[src/rtl/pwm_sub_pkg.sv]
package pwm_sub_pkg;
  localparam int CTRL_W   = 16;
  localparam int NSLOT    = 7;
  localparam int S_INIT   = 0;
  localparam int S_HALF   = 1;
  localparam int S_MOD    = 2;
  localparam int S_A_ON   = 3;
  localparam int S_A_OFF  = 4;
  localparam int S_B_ON   = 5;
  localparam int S_B_OFF  = 6;
  localparam logic [2:0] A_CTRL = 3'd5;

  localparam int CB_INDEP = 13;
  localparam int CB_FLVL  = 12;
  localparam int CB_HALF  = 11;
  localparam int CB_ISEL  = 8;
  localparam int CB_FEN   = 7;
  localparam int CB_FSEL  = 3;
  localparam int CB_RSEL  = 2;

  typedef enum logic [1:0] {
    IS_LOCAL, IS_MST_RELOAD, IS_MST_SYNC, IS_EXT_SYNC
  } init_src_e;

  typedef enum logic [2:0] {
    FS_LOC_FORCE, FS_MST_FORCE, FS_LOC_RELOAD, FS_MST_RELOAD,
    FS_LOC_SYNC, FS_MST_SYNC, FS_EXT_FORCE, FS_EXT_SYNC
  } frc_src_e;

  typedef struct packed {
    logic      indep;
    logic      frc_lvl;
    logic      half_en;
    init_src_e init_sel;
    logic      frc_en;
    frc_src_e  frc_sel;
    logic      rld_sel;
  } ctrl_t;

  // slot index -> write address (address 5 is the control word)
  function automatic logic [2:0] slot_addr(input int s);
    return (s < 5) ? 3'(s) : 3'(s + 1);
  endfunction

  function automatic ctrl_t decode_ctrl(input logic [CTRL_W-1:0] d);
    ctrl_t c;
    c.indep    = d[CB_INDEP];
    c.frc_lvl  = d[CB_FLVL];
    c.half_en  = d[CB_HALF];
    c.init_sel = init_src_e'(d[CB_ISEL +: 2]);
    c.frc_en   = d[CB_FEN];
    c.frc_sel  = frc_src_e'(d[CB_FSEL +: 3]);
    c.rld_sel  = d[CB_RSEL];
    return c;
  endfunction
endpackage

[src/rtl/pwm_sub_regs.sv]
module pwm_sub_regs
  import pwm_sub_pkg::*;
#(
  parameter int CNT_W = 16
) (
  input  logic                    clk_i,
  input  logic                    rst_ni,
  input  logic                    wr_en_i,
  input  logic [2:0]              wr_addr_i,
  input  logic [CNT_W-1:0]        wr_data_i,
  input  logic                    ldok_set_i,
  input  logic                    rld_evt_i,
  output logic                    ldok_o,
  output ctrl_t                   ctrl_o,
  output logic signed [CNT_W-1:0] act_o [NSLOT]
);
  logic signed [CNT_W-1:0] shd [NSLOT];
  logic xfer;

  assign xfer = rld_evt_i & ldok_o;

  always_ff @(posedge clk_i or negedge rst_ni) begin
    if (!rst_ni) begin
      for (int s = 0; s < NSLOT; s++) begin
        shd[s]   <= '0;
        act_o[s] <= '0;
      end
    end else begin
      for (int s = 0; s < NSLOT; s++) begin
        if (wr_en_i && wr_addr_i == slot_addr(s)) shd[s] <= wr_data_i;
        if (xfer) act_o[s] <= shd[s];
      end
    end
  end

  // set wins over the self-clear
  always_ff @(posedge clk_i or negedge rst_ni) begin
    if (!rst_ni)         ldok_o <= 1'b0;
    else if (ldok_set_i) ldok_o <= 1'b1;
    else if (xfer)       ldok_o <= 1'b0;
  end

  always_ff @(posedge clk_i or negedge rst_ni) begin
    if (!rst_ni) ctrl_o <= '0;
    else if (wr_en_i && wr_addr_i == A_CTRL)
      ctrl_o <= decode_ctrl(CTRL_W'(wr_data_i));
  end
endmodule

[src/rtl/pwm_sub_counter.sv]
module pwm_sub_counter
  import pwm_sub_pkg::*;
#(
  parameter int CNT_W = 16
) (
  input  logic                    clk_i,
  input  logic                    rst_ni,
  input  logic                    run_i,
  input  logic signed [CNT_W-1:0] init_v_i,
  input  logic signed [CNT_W-1:0] mod_v_i,
  input  logic signed [CNT_W-1:0] half_v_i,
  input  logic                    half_en_i,
  input  init_src_e               init_sel_i,
  input  logic                    master_reload_i,
  input  logic                    master_sync_i,
  input  logic                    ext_sync_i,
  output logic signed [CNT_W-1:0] cnt_o,
  output logic                    full_evt_o,
  output logic                    half_evt_o
);
  logic ext_init;

  always_comb begin
    unique case (init_sel_i)
      IS_MST_RELOAD: ext_init = master_reload_i;
      IS_MST_SYNC:   ext_init = master_sync_i;
      IS_EXT_SYNC:   ext_init = ext_sync_i;
      default:       ext_init = 1'b0;
    endcase
  end

  // >= keeps the wrap safe after the modulo shrinks below the count
  assign full_evt_o = run_i & (cnt_o >= mod_v_i);
  assign half_evt_o = run_i & half_en_i & (cnt_o == half_v_i);

  always_ff @(posedge clk_i or negedge rst_ni) begin
    if (!rst_ni)                   cnt_o <= '0;
    else if (run_i) begin
      if (ext_init || full_evt_o)  cnt_o <= init_v_i;
      else                         cnt_o <= cnt_o + 1'b1;
    end
  end
endmodule

[src/rtl/pwm_sub_edge.sv]
module pwm_sub_edge #(
  parameter int CNT_W = 16
) (
  input  logic                    clk_i,
  input  logic                    rst_ni,
  input  logic                    run_i,
  input  logic signed [CNT_W-1:0] cnt_i,
  input  logic signed [CNT_W-1:0] on_v_i,
  input  logic signed [CNT_W-1:0] off_v_i,
  input  logic                    frc_i,
  input  logic                    frc_lvl_i,
  output logic                    out_o
);
  always_ff @(posedge clk_i or negedge rst_ni) begin
    if (!rst_ni)                                 out_o <= 1'b0;
    else if (run_i) begin
      if (frc_i)                                 out_o <= frc_lvl_i;
      else if (cnt_i == off_v_i)                 out_o <= 1'b0;
      else if (cnt_i == on_v_i && off_v_i > on_v_i) out_o <= 1'b1;
    end
  end
endmodule

[src/rtl/pwm_sub.sv]
module pwm_sub
  import pwm_sub_pkg::*;
#(
  parameter int CNT_W = 16
) (
  input  logic             clk_i,
  input  logic             rst_ni,
  input  logic             wr_en_i,
  input  logic [2:0]       wr_addr_i,
  input  logic [CNT_W-1:0] wr_data_i,
  input  logic             ldok_set_i,
  input  logic             run_i,
  input  logic             local_force_i,
  input  logic             master_force_i,
  input  logic             master_reload_i,
  input  logic             master_sync_i,
  input  logic             ext_force_i,
  input  logic             ext_sync_i,
  output logic             pwm_a_o,
  output logic             pwm_b_o,
  output logic             full_irq_o,
  output logic             half_irq_o,
  output logic             ldok_o
);
  localparam int NCH = 2;

  logic signed [CNT_W-1:0] act [NSLOT];
  logic signed [CNT_W-1:0] cnt, act_init;
  logic signed [CNT_W-1:0] on_v [NCH];
  logic signed [CNT_W-1:0] off_v [NCH];
  ctrl_t      ctrl;
  logic       full_evt, half_evt, rld_evt, frc_src, frc_evt;
  logic [NCH-1:0] ch_out;

  assign rld_evt  = ctrl.rld_sel ? (run_i & master_reload_i) : (full_evt | half_evt);
  assign act_init = act[S_INIT];

  pwm_sub_regs #(.CNT_W(CNT_W)) u_regs (
    .clk_i, .rst_ni, .wr_en_i, .wr_addr_i, .wr_data_i, .ldok_set_i,
    .rld_evt_i(rld_evt), .ldok_o, .ctrl_o(ctrl), .act_o(act)
  );

  pwm_sub_counter #(.CNT_W(CNT_W)) u_cnt (
    .clk_i, .rst_ni, .run_i,
    .init_v_i(act_init), .mod_v_i(act[S_MOD]), .half_v_i(act[S_HALF]),
    .half_en_i(ctrl.half_en), .init_sel_i(ctrl.init_sel),
    .master_reload_i, .master_sync_i, .ext_sync_i,
    .cnt_o(cnt), .full_evt_o(full_evt), .half_evt_o(half_evt)
  );

  always_comb begin
    unique case (ctrl.frc_sel)
      FS_LOC_FORCE:  frc_src = local_force_i;
      FS_MST_FORCE:  frc_src = master_force_i;
      FS_LOC_RELOAD: frc_src = full_evt | half_evt;
      FS_MST_RELOAD: frc_src = master_reload_i;
      FS_LOC_SYNC:   frc_src = full_evt;
      FS_MST_SYNC:   frc_src = master_sync_i;
      FS_EXT_FORCE:  frc_src = ext_force_i;
      default:       frc_src = ext_sync_i;
    endcase
  end
  assign frc_evt = run_i & ctrl.frc_en & frc_src;

  for (genvar ch = 0; ch < NCH; ch++) begin : g_ch
    assign on_v[ch]  = act[S_A_ON  + 2*ch];
    assign off_v[ch] = act[S_A_OFF + 2*ch];
    pwm_sub_edge #(.CNT_W(CNT_W)) u_edge (
      .clk_i, .rst_ni, .run_i, .cnt_i(cnt),
      .on_v_i(on_v[ch]), .off_v_i(off_v[ch]),
      .frc_i(frc_evt), .frc_lvl_i(ctrl.frc_lvl), .out_o(ch_out[ch])
    );
  end

  assign pwm_a_o    = ch_out[0];
  assign pwm_b_o    = ctrl.indep ? ch_out[1] : ~ch_out[0];
  assign full_irq_o = full_evt;
  assign half_irq_o = half_evt;
endmodule

[config.mk]
export PLATFORM = sky130hd
export DESIGN_NAME = pwm_sub
export DESIGN_NICKNAME = d
export VERILOG_FILES = /design/src/rtl/pwm_sub_pkg.sv /design/src/rtl/pwm_sub_regs.sv /design/src/rtl/pwm_sub_counter.sv /design/src/rtl/pwm_sub_edge.sv /design/src/rtl/pwm_sub.sv
export SDC_FILE = /design/constraint.sdc
export NUM_CORES = 1
export LEC_CHECK = 0
export BUFFER_PORTS_ARGS = -buffer_cell sky130_fd_sc_hd__buf_2
export CAP_MARGIN = 40
export CORE_MARGIN = 2
export CORE_UTILIZATION = 40
export DETAILED_ROUTE_END_ITERATION = 16
export HOLD_SLACK_MARGIN = 0.02
export SLEW_MARGIN = 20
export SYNTH_ARGS = -nofsm -noshare
export SYNTH_HDL_FRONTEND = slang
export SYNTH_SLANG_ARGS = --single-unit
[constraint.sdc]
create_clock -name clk_i -period 3.59 [get_ports clk_i]
set_input_delay 0.718 -clock clk_i [delete_from_list [all_inputs] [get_ports clk_i]]
set_output_delay 0.718 -clock clk_i [all_outputs]
set_load 0.02 [all_outputs]
==> metrics <==
overall routing resource usage=20.3%; clock period minus final worst setup slack=3310 ps; number of clock sinks=253; Clock H-tree levels=1; most common cell after layout, fill and taps aside=sky130_fd_sc_hd__dfrtp_1; wire per inst=21.3 um; vias in the first global route=8132; count of endpoints failing setup in the final report=0; placed insts=1413; DPL Wire Length=21500 um; class of the most critical setup path=register to primary output; final hold viol count=0; Die Wd=178 um; Port-buffer cells=34; Max-slew headroom=40.3%; fraction of the yosys area taken by sequential cells=52.2%; routability cong.=0.874; outcome=finished, final reports clean; share of post-route cells with drive strength above 1=29.9%; area delta synth->final=14.1%; max cap viols=0; Pwr Density=919 nW/um^2; worst slew pin tran=891 ps; post-route ant nets=0; commonest cells after routing, fill and taps aside=sky130_fd_sc_hd__dfrtp_1 (253), sky130_fd_sc_hd__mux2_2 (175), sky130_fd_sc_hd__nand2_1 (70), sky130_fd_sc_hd__o21ai_0 (68), sky130_fd_sc_hd__inv_1 (61); clock-pin slew of the registers on the worst-case setup and hold paths=60 ps; worst-case clock skew=13.8 ps; simple-gate portion of the synthesized area=7.00%; clock latency at the later pin of the worst-skew pair=550 ps; per-instance average area after synthesis=12.1 um^2; multiplexer area fraction after synthesis=19.0%; yosys warns=0; kind of start point of the critical path=register; xor/xnor share of the synthesized area=5.77%; endpoint required time on the critical path=2870 ps; CTS tree=built; Post-CTS Repair Setup Buffers=0; number of cell instances on the worst register-to-register path=9; RSZ-0062 raised after global routing=false; post-DR vias/cell=5.38; total grt overflow=0; synthesis-stage register bit count=253; wire length of the first global-routing pass=48300 um; Synth Net Count=1084; compound-cell area share of the yosys netlist=7.04%; crit share post-route=92.3%; overall die height=178 um; proportion of register bits with asynchronous set or reset after synthesis=100%; number of nets at the end of the flow=1132; cell at the root of the clock tree=sky130_fd_sc_hd__clkbuf_16; number of violations reported at the end of detailed-routing iteration 0=447; count of inserted antenna diode cells=0; antenna violations before repair=2; maximum fanout count along the critical path=5; main combinational cell family by area after synthesis=multiplexers; leakage power figure=6.14 nW; final non-filler cell total=1465; maximum number of pins on one net before global-route repair=92; initial cell density of the core=40.7%; flop2flop setup slack=590 ps; detailed-routing iteration count for the pre-antenna-repair pass=5; synthesized instance count=1005; wire length after detailed routing=31200 um; post-route DRC violation count=0; worst vdd rail ir drop=0.438 mV; type of element capturing the critical path=primary output; most frequently used flop master after synthesis=sky130_fd_sc_hd__dfrtp_1; placement row count=63; worst r2r src=u_cnt.cnt_o[5]$_DFFE_PN0P_; total CTS buffers=28; Yosys cell types=51; number of primary I/O pins=35; Via Count=7875; Post-Synthesis Cell Area=12100 um^2; pins over their slew limit=0; floorplan die area=31800 um^2; number of fill cells in the layout=2712; total negative slack=0 ps; Core Area=29800 um^2; area share of fa/ha/maj cells after synthesis=5.05%; capture point of the worst reg-to-reg path=u_regs.act_o[94]$_DFFE_PN0P_; Data arrival, critical path=2600 ps; number of synthesized flops with an enable pin=0; maximum buffer depth of the clock tree=3; worst min-delay path class=primary input to async pin; fmax=302 MHz
repair_timing:
action	CTS	global route
endpoints found under the setup margin	0	1
hold buffers	0	0
gates resized for setup	0	1
power by group:
group	leakage [nW]	total (mW)	switching [mW]	internal (mW)
sequential	3.06	4.72	0.823	3.90
clock	0.435	2.83	1.21	1.62
combinational	2.65	5.18	2.66	2.52
worst max-delay path: stages, from the launching register on:
cell and delay, ps:
sky130_fd_sc_hd__dfrtp_1 480, sky130_fd_sc_hd__ha_1 340, sky130_fd_sc_hd__a21oi_1 190, sky130_fd_sc_hd__o21ai_1 100
sky130_fd_sc_hd__o2bb2ai_1 130, sky130_fd_sc_hd__o311a_1 330, sky130_fd_sc_hd__nor2_1 230, sky130_fd_sc_hd__inv_1 80
sky130_fd_sc_hd__buf_2 160
logic make-up after synthesis:
group	after synthesis
buffers and inverters	114
muxes	201
and+or+nand+nor	170
adders and majority gates	49
DFF	253
AOI/OAI and AO/OA	138
xor gates and xnor gates	80
per-layer routing:
layer	vias up	track usage [%]	wire, um	share of wire (%)
li1	3630	-	-	-
met1	4025	27.6	14300	46
met3	55	3.30	1270	4.1
met5	-	0	0	0
met4	0	5.96	979	3.1
met2	165	33.6	14700	47
registers in the layout (all words and copies together), names as in the netlist:
signal and flops:
u_cnt.cnt_o 16, u_regs.act_o 112, u_regs.ctrl_o 10, u_regs.shd 112, u_regs.ldok_o 1, g_ch.u_edge.out_o 2
stage by stage:
stage                     area (um^2)  total power [mW]  hold WS (ps)  setup slack (ps)  util (%)
after floorplan                 12100              8.36           422               792         -
after global placement          12900              9.83           452               645      43.4
after detailed placement        12900              9.93           463               592      43.4
after CTS                       13800              12.8           218               272      46.5
after global routing            13800              13.6           244              74.4      46.5
final                           13800              12.7           183               275      46.5
how the worst max path moves through the flow:
| stage | cells past startpoint | start | to |
|---|---|---|---|
| after detailed placement | 9 | u_cnt.cnt_o[9]$_DFFE_PN0P_ | u_regs.act_o[7]$_DFFE_PN0P_ |
| after global placement | 9 | u_cnt.cnt_o[5]$_DFFE_PN0P_ | u_regs.act_o[94]$_DFFE_PN0P_ |
| after global routing | 8 | u_cnt.cnt_o[13]$_DFFE_PN0P_ | full_irq_o |
| after CTS | 8 | u_cnt.cnt_o[5]$_DFFE_PN0P_ | full_irq_o |
| final | 8 | u_cnt.cnt_o[5]$_DFFE_PN0P_ | full_irq_o |
| after floorplan | 11 | u_cnt.cnt_o[10]$_DFFE_PN0P_ | u_regs.act_o[33]$_DFFE_PN0P_ |
cells in the mapped netlist (16+ instances only):
cell,n,area (um^2)
sky130_fd_sc_hd__dfrtp_1,253,6330
sky130_fd_sc_hd__mux2_2,175,1970
sky130_fd_sc_hd__nand2_1,70,263
sky130_fd_sc_hd__o21ai_0,68,340
sky130_fd_sc_hd__inv_1,61,229
sky130_fd_sc_hd__xnor2_1,60,526
sky130_fd_sc_hd__ha_1,49,613
sky130_fd_sc_hd__clkbuf_1,27,101
sky130_fd_sc_hd__buf_2,23,115
sky130_fd_sc_hd__nand4_1,23,144
sky130_fd_sc_hd__xor2_1,20,175
sky130_fd_sc_hd__a21oi_1,16,80.1
sky130_fd_sc_hd__mux2_4,16,240
cell type report:
class	instances	area, um^2	area share [%]
inverter	61	229	1.65
sequential	253	6330	45.7
multi-input combinational	638	5360	38.7
timing repair buffer	71	524	3.79
tap	390	488	3.52
clock buffer	37	785	5.66
clock inverter	15	130	0.940
Note: power is estimated with default switching activity, not from simulation.
